File: src/rtl/evt_pkg.sv
package evt_pkg;

  localparam int MAX_CH   = 32;
  localparam int CH_IDX_W = 5;

  typedef enum logic [2:0] {
    TGT_NONE,
    TGT_CAP,
    TGT_CFG,
    TGT_STS,
    TGT_CNT,
    TGT_CH
  } tgt_e;

  typedef struct packed {
    tgt_e                tgt;
    logic [CH_IDX_W-1:0] ch;
    logic [1:0]          creg;
  } dec_t;

  // Put a half or a whole word of new data into an old 64-bit value.
  function automatic logic [63:0] half_merge(input logic [63:0] old_v,
                                             input logic [63:0] wd,
                                             input logic        upper,
                                             input logic        wide);
    if (upper)     return {wd[31:0], old_v[31:0]};
    else if (wide) return wd;
    else           return {old_v[63:32], wd[31:0]};
  endfunction

  // Select the returned part of a 64-bit register value.
  function automatic logic [63:0] half_pick(input logic [63:0] v,
                                            input logic        upper,
                                            input logic        wide);
    if (upper)     return {32'h0, v[63:32]};
    else if (wide) return v;
    else           return {32'h0, v[31:0]};
  endfunction

endpackage

File: src/rtl/evt_addr_decode.sv
module evt_addr_decode
  import evt_pkg::*;
#(
  parameter int NUM_CH = 3,
  parameter int ADDR_W = 10
) (
  input  logic [ADDR_W-1:0] addr,
  output dec_t              dec
);

  localparam int WIN_W = ADDR_W - 5;

  logic [ADDR_W-1:0] win;
  logic [WIN_W-1:0]  win_idx;
  logic              unused_low;

  assign win        = addr - {{(ADDR_W-9){1'b0}}, 9'h100};
  assign win_idx    = win[ADDR_W-1:5];
  assign unused_low = ^addr[1:0];

  always_comb begin
    dec.tgt  = TGT_NONE;
    dec.ch   = '0;
    dec.creg = '0;
    if (addr[ADDR_W-1:8] == '0) begin
      unique case (addr[7:3])
        5'h00:   dec.tgt = TGT_CAP;
        5'h02:   dec.tgt = TGT_CFG;
        5'h04:   dec.tgt = TGT_STS;
        5'h1E:   dec.tgt = TGT_CNT;
        default: dec.tgt = TGT_NONE;
      endcase
    end else if ((int'(win_idx) < NUM_CH) && (addr[4:3] != 2'b11)) begin
      dec.tgt  = TGT_CH;
      dec.ch   = CH_IDX_W'(win_idx);
      dec.creg = addr[4:3];
    end
  end

endmodule

File: src/rtl/evt_main_counter.sv
module evt_main_counter
  import evt_pkg::*;
(
  input  logic        clk,
  input  logic        rst,
  input  logic        run,
  input  logic        tick,
  input  logic        wr_en,
  input  logic        wr_upper,
  input  logic        wr_wide,
  input  logic [63:0] wr_data,
  output logic [63:0] count
);

  always_ff @(posedge clk) begin
    if (rst)              count <= '0;
    else if (wr_en)       count <= half_merge(count, wr_data, wr_upper, wr_wide);
    else if (run && tick) count <= count + 64'd1;
  end

  // no write and no enabled tick means the count holds.
  p_hold_r4: assert property (@(posedge clk) disable iff (rst)
    (!wr_en && !(run && tick)) |=> $stable(count));

  // an enabled tick with no write steps by one, wrapping at the top.
  p_step_r4: assert property (@(posedge clk) disable iff (rst)
    (run && tick && !wr_en) |=> (count - $past(count)) == 64'd1);

endmodule

File: src/rtl/evt_int_status.sv
module evt_int_status #(
  parameter int NUM_CH = 3
) (
  input  logic              clk,
  input  logic              rst,
  input  logic [NUM_CH-1:0] set_in,
  input  logic              clr_wr,
  input  logic [NUM_CH-1:0] clr_data,
  output logic [NUM_CH-1:0] sts,
  output logic [NUM_CH-1:0] clr_stb
);

  logic [NUM_CH-1:0] clr_mask;

  assign clr_mask = clr_wr ? clr_data : '0;

  always_ff @(posedge clk) begin
    if (rst) begin
      sts     <= '0;
      clr_stb <= '0;
    end else begin
      sts     <= (sts & ~clr_mask) | set_in;
      clr_stb <= clr_mask & sts;
    end
  end

  // a clear pulse only for a bit that was set before the write.
  p_clr_only_set_r6: assert property (@(posedge clk) disable iff (rst)
    (|clr_stb) |-> ((clr_stb & ~$past(sts)) == '0));

  // a set pulse always lands, even against a clear.
  p_set_wins_r6: assert property (@(posedge clk) disable iff (rst)
    (|set_in) |=> ((sts & $past(set_in)) == $past(set_in)));

endmodule

File: src/rtl/evt_timer_regs.sv
module evt_timer_regs
  import evt_pkg::*;
#(
  parameter int          NUM_CH    = 3,
  parameter logic [15:0] VENDOR_ID = 16'hA5C3,
  parameter logic [31:0] PERIOD_FS = 32'd10_000_000,
  localparam int         ADDR_W    = (NUM_CH > 24) ? 11 : 10
) (
  input  logic                clk,
  input  logic                rst,
  input  logic                bus_sel,
  input  logic                bus_wr,
  input  logic                bus_wide,
  input  logic [ADDR_W-1:0]   bus_addr,
  input  logic [63:0]         bus_wdata,
  output logic                rd_valid,
  output logic [63:0]         rd_data,
  input  logic                tick_en,
  input  logic [NUM_CH-1:0]   ch_irq_set,
  input  logic [63:0]         ch_rdata,
  output logic                cfg_enable,
  output logic                cfg_legacy,
  output logic [63:0]         count_value,
  output logic [NUM_CH-1:0]   sts_clear,
  output logic                ch_stb,
  output logic                ch_wr,
  output logic [CH_IDX_W-1:0] ch_idx,
  output logic [1:0]          ch_reg,
  output logic                ch_upper,
  output logic                ch_wide,
  output logic [63:0]         ch_wdata
);

  localparam logic [63:0] CAP_VAL = {PERIOD_FS, VENDOR_ID, 1'b1, 1'b0, 1'b1,
                                     5'(NUM_CH - 1), 8'h01};

  if (NUM_CH < 3 || NUM_CH > MAX_CH) begin : g_bad_count
    $error("evt_timer_regs: NUM_CH must lie in 3..32");
  end

  dec_t              dec;
  logic              upper;
  logic              acc_wr, acc_rd;
  logic [1:0]        cfg_q;
  logic [NUM_CH-1:0] sts;
  logic [NUM_CH-1:0] sts_wdata;
  logic [63:0]       glob_val;
  logic [63:0]       rd_glob_q;
  logic              rd_ch_q, rd_upper_q, rd_wide_q;

  assign upper  = bus_addr[2];
  assign acc_wr = bus_sel && bus_wr;
  assign acc_rd = bus_sel && !bus_wr;

  evt_addr_decode #(.NUM_CH(NUM_CH), .ADDR_W(ADDR_W)) i_dec (
    .addr (bus_addr),
    .dec  (dec)
  );

  evt_main_counter i_cnt (
    .clk      (clk),
    .rst      (rst),
    .run      (cfg_q[0]),
    .tick     (tick_en),
    .wr_en    (acc_wr && dec.tgt == TGT_CNT),
    .wr_upper (upper),
    .wr_wide  (bus_wide),
    .wr_data  (bus_wdata),
    .count    (count_value)
  );

  assign sts_wdata = upper ? '0 : bus_wdata[NUM_CH-1:0];

  evt_int_status #(.NUM_CH(NUM_CH)) i_sts (
    .clk      (clk),
    .rst      (rst),
    .set_in   (ch_irq_set),
    .clr_wr   (acc_wr && dec.tgt == TGT_STS),
    .clr_data (sts_wdata),
    .sts      (sts),
    .clr_stb  (sts_clear)
  );

  // Configuration: two writable bits in the lower half.
  always_ff @(posedge clk) begin
    if (rst)                                      cfg_q <= '0;
    else if (acc_wr && dec.tgt == TGT_CFG && !upper) cfg_q <= bus_wdata[1:0];
  end

  assign cfg_enable = cfg_q[0];
  assign cfg_legacy = cfg_q[1];

  always_comb begin
    unique case (dec.tgt)
      TGT_CAP: glob_val = CAP_VAL;
      TGT_CFG: glob_val = {62'h0, cfg_q};
      TGT_STS: glob_val = 64'(sts);
      TGT_CNT: glob_val = count_value;
      default: glob_val = '0;
    endcase
  end

  // Read return path.
  always_ff @(posedge clk) begin
    if (rst) begin
      rd_valid   <= 1'b0;
      rd_glob_q  <= '0;
      rd_ch_q    <= 1'b0;
      rd_upper_q <= 1'b0;
      rd_wide_q  <= 1'b0;
    end else begin
      rd_valid   <= acc_rd;
      rd_glob_q  <= acc_rd ? half_pick(glob_val, upper, bus_wide) : '0;
      rd_ch_q    <= acc_rd && dec.tgt == TGT_CH;
      rd_upper_q <= upper;
      rd_wide_q  <= bus_wide;
    end
  end

  assign rd_data = rd_ch_q ? half_pick(ch_rdata, rd_upper_q, rd_wide_q) : rd_glob_q;

  // Channel access forwarding.
  always_ff @(posedge clk) begin
    if (rst) begin
      ch_stb   <= 1'b0;
      ch_wr    <= 1'b0;
      ch_idx   <= '0;
      ch_reg   <= '0;
      ch_upper <= 1'b0;
      ch_wide  <= 1'b0;
      ch_wdata <= '0;
    end else begin
      ch_stb <= bus_sel && dec.tgt == TGT_CH;
      if (bus_sel && dec.tgt == TGT_CH) begin
        ch_wr    <= bus_wr;
        ch_idx   <= dec.ch;
        ch_reg   <= dec.creg;
        ch_upper <= upper;
        ch_wide  <= bus_wide;
        ch_wdata <= bus_wdata;
      end
    end
  end

  // data valid only after a read request.
  p_rd_after_req_r10: assert property (@(posedge clk) disable iff (rst)
    rd_valid |-> $past(bus_sel && !bus_wr));

  // a channel strobe never names a channel beyond the count.
  p_ch_in_range_r8: assert property (@(posedge clk) disable iff (rst)
    ch_stb |-> (int'(ch_idx) < NUM_CH) && (ch_reg != 2'b11));

  // reserved configuration bits never appear on a global read.
  p_cfg_bits_r3: assert property (@(posedge clk) disable iff (rst)
    (acc_rd && dec.tgt == TGT_CFG) |=> (rd_data[63:2] == '0));

endmodule

File: config.mk
export PLATFORM = sky130hd
export DESIGN_NAME = evt_timer_regs
export DESIGN_NICKNAME = d
export VERILOG_FILES = /design/src/rtl/evt_pkg.sv /design/src/rtl/evt_addr_decode.sv /design/src/rtl/evt_main_counter.sv /design/src/rtl/evt_int_status.sv /design/src/rtl/evt_timer_regs.sv
export SDC_FILE = /design/constraint.sdc
export NUM_CORES = 1
export LEC_CHECK = 0
export ABC_CLOCK_PERIOD_IN_PS = 2300
export BUFFER_PORTS_ARGS = -buffer_cell sky130_fd_sc_hd__buf_2
export CAP_MARGIN = 0
export CORE_MARGIN = 1
export CORE_UTILIZATION = 35
export DETAILED_ROUTE_END_ITERATION = 10
export PLACE_DENSITY = 0.63
export SYNTH_ARGS = -nofsm -noshare
export SYNTH_HDL_FRONTEND = slang
export SYNTH_SLANG_ARGS = --single-unit
export TNS_END_PERCENT = 1
File: constraint.sdc
create_clock -name clk -period 2.3 [get_ports clk]
set_input_delay 0.23 -clock clk [delete_from_list [all_inputs] [get_ports clk]]
set_output_delay 0.23 -clock clk [all_outputs]
set_load 0.005 [all_outputs]
==> impl_metrics.tcl <==
set metrics [dict create \
    ys.flop_type "dfxtp_1" \
    path_cells "inv_1 -> or4_4 -> nor3_4 -> nand4_1 -> or4_1 -> a31oi_1" \
    synth_top_area_share_pct 39.6 \
    critPathKind "flip-flop to flip-flop" \
    hold_viol 0 \
    ir_drop_uv 387 \
    switching_power_mw 2.15 \
    hold_path_class "input port to flip-flop" \
    ys_types 65 \
    combPwrFrac_pct 9.4 \
    wl_met3_um 4550 \
    rsz0062_at_grt "true" \
    htree_levels 1 \
    worstHoldStart "bus_wdata[19]" \
    reg_top3 "ch_wdata x64, i_cnt.count x64, rd_glob_q x64" \
    layout_min_cycle_time_ps 2240 \
    r2r_cells 6 \
    finalSetupViolations 0 \
    drc 0 \
    gp_congestion 0.967 \
    ff_latch_area_sq_mm 0.00431 \
    die_width_um 178 \
    design_area_sq_mm 0.0153 \
    tightest_slew_ps 938 \
    internal_power_mw 6.66 \
    slowest_stage "or4_4" \
    synth_edf_count 0 \
    vias_per_cell 5.35 \
    dp.cells 2218 \
    clk_latency_ps 540 \
    multi_input_area_sq_mm 0.00597 \
    ant_nets 0 \
    synth_top_area_cell "dfxtp_1" \
    synth.most_common_cell "nand2_1" \
    critPathCaptureType "flip-flop" \
    synthCells 1449 \
    drv_slew 0 \
    skew_ps 19.3 \
    clock_sinks 215 \
    cp_max_fo 4 \
    ys_seq_area_share_pct 39.6 \
    r2r-start "i_cnt.count[19]" \
    syn_area_sq_mm 0.0109 \
    dr.max_layer_used "met4" \
    fin_cells 2330 \
    start_util_pct 35.6 \
    grt_max_degree 97 \
    max_freq_mhz 446 \
    drive_gt1_share_pct 28.6 \
    wl_per_cell_um 20.1 \
    num_rows 64 \
    port_buffers 353 \
    die_h_um 178 \
    root_buffer "clkbuf_16" \
    outcome "finished clean" \
    core_sq_mm 0.0306 \
    via_count 12500 \
    seq_power_share_pct 43.2 \
    swShare_pct 24.4 \
    drv_cap 0 \
    synthTopCellsByArea "dfxtp_1 40%, a21oi_1 9.1%, nand2_1 8.2%, mux2i_1 7.0%, nor2_1 4.9%" \
    p_per_area_mw_per_mm2 576 \
    async_flop_share_pct 0 \
    area_growth_pct 40.6 \
    cts_buffer_depth 3 \
    cp.arrival_ps 2690 \
    drt-initial-drc-count 1265 \
    rrSetupSlack_ps 60 \
    num_antenna_cells 0 \
    dp_hpwl_um 35500 \
    final.fill_count 2983 \
    antenna_found_initial 1 \
    dr.pass1.iters 5 \
    syn-num-nets 1599 \
    period_share_pct 97.6 \
    hold_depth 3 \
    nets 2067 \
    numCtsBuffers 25 \
    cts_setup_buffers 0 \
    fp.dieArea_sq_mm 0.0318 \
    wl_um 46900 \
    leakage_nw 6.51 \
    routedLengthMet1_um 20100 \
    grt_usage_pct 28.6 \
    worst-path-buf-inv 1 \
    grt_pass1_vias 11600 \
    critPathRequiredTime_ps 2750 \
    grt_overflow 0 \
    critPathLaunchType "flip-flop" \
    final_util_pct 50.0 \
    synth_area_per_cell_sq_um 7.51 \
    synth_commonest_cells "238 x nand2_1, 215 x dfxtp_1, 198 x a21oi_1, 141 x nor2_1, 80 x clkbuf_1" \
    slowest_delay_ps 600 \
    synth-seq-cells 215 \
    relSlewSlack_pct 37.2 \
    cts_tree "built" \
    cp_top_family "simple AND/OR/NAND/NOR gates" \
    grt_pass1_wl_um 69000 \
    clk_pin_slew_ps 60 \
    whs_endpoint "ch_wdata[19]" \
    yosysWarnings 0 \
    pwr-share-clk_pct 47.4 \
    pin_count 356 \
    r2r-end "i_cnt.count[62]" \
    dr_wl_met2_um 20800 \
    placed_area_sq_mm 0.0137 \
]
==> power groups by stage <==
| stage | Sequential, mW | Combinational [mW] | Clock, mW |
|---|---|---|---|
| detailed placement | 3.88 | 0.729 | 0 |
| finish | 3.80 | 0.831 | 4.17 |
| global placement | 3.88 | 0.725 | 0 |
| CTS | 3.80 | 0.821 | 4.23 |
| floorplan | 3.90 | 0.290 | 0 |
| global route | 3.81 | 0.888 | 4.40 |
==> stage by stage <==
stage          TNS (ps)  power (mW)  setup slack, ps  hold slack (ps)
3_5_place_dp      -1300        4.61             -191              442
4_1_cts               0        8.86             44.5             11.4
6_report              0        8.81             55.4             18.7
2_1_floorplan         0        4.19             82.2              309
3_3_place_gp      -82.5        4.61            -29.9              435
5_1_grt            -130        9.09            -38.3             31.3
==> cells in the final DEF, fill, tap and decap left out, types with 6 or more instances in the layout <==
cell / netlist / final
a211oi_1: 6 / 6
a21oi_1: 198 / 198
a221oi_1: 7 / 7
a22oi_1: 17 / 17
a31oi_1: 27 / 27
and2_1: 33 / 32
and3_1: 21 / 21
and4_1: 7 / 7
buf_12: 0 / 6
buf_2: 3 / 352
buf_4: 4 / 124
clkbuf_16: 0 / 25
dfxtp_1: 215 / 212
dlygate4sd3_1: 0 / 68
inv_1: 46 / 46
mux2i_1: 76 / 76
nand2_1: 238 / 237
nand3_1: 36 / 35
nand4_1: 29 / 29
nor2_1: 141 / 138
nor3_1: 49 / 47
nor4_1: 19 / 16
o211ai_1: 11 / 11
o21ai_0: 75 / 74
o22ai_1: 9 / 9
or3_1: 6 / 6
or4_1: 6 / 6
==> layout make-up <==
type                            count  share of cell area (%)
Multi-Input combinational cell   1077                    39.0
Sequential cell                   215                    28.2
Tap cell                          396                    3.24
Timing Repair Buffer              550                    22.8
Clock inverter                     12                    1.16
Clock buffer                       32                    4.39
Inverter                           48                    1.18
==> logic make-up after synthesis <==
logic type	after synthesis	synth area share (%)
AOI/OAI and AO/OA	376	19.6
xor gates and xnor gates	9	0.725
adders and majority gates	3	0.345
buffers and inverters	157	6.07
DFF	215	39.6
muxes	79	7.30
and+or+nand+nor	610	26.4
==> worst max path at each step <==
stage / depth (start not counted) / start / end / slack [ps]
2_1_floorplan: 7 / i_cnt.count[10] / i_cnt.count[62] / 80
6_report: 6 / i_cnt.count[19] / i_cnt.count[62] / 60
3_3_place_gp: 9 / bus_addr[9] / i_cnt.count[27] / -30
4_1_cts: 8 / bus_wr / i_cnt.count[27] / 40
3_5_place_dp: 9 / bus_addr[9] / i_cnt.count[27] / -190
5_1_grt: 6 / i_cnt.count[5] / i_cnt.count[49] / -40
==> per-layer routing <==
| layer | global-route usage (%) | vias to the layer above |
|---|---|---|
| li1 | - | 6019 |
| met2 | 45.5 | 636 |
| met3 | 6.16 | 88 |
| met4 | 9.71 | 0 |
| met5 | 0 | - |
| met1 | 38.1 | 5730 |
==> timing repair <==
action	in CTS	in global routing
hold buffers	68	0
endpoints found under the setup margin	0	22
resized for setup	0	7
hold endpoints to repair	77	0
==> worst reg2reg max path, delay by kind of cell, from the launching register on <==
family / cells / cell delay [ps]
simple gates: 4 / 1500
flops: 1 / 360
compound gates: 1 / 170
buf+inv: 1 / 140
Power figures use the tool's default switching activity.
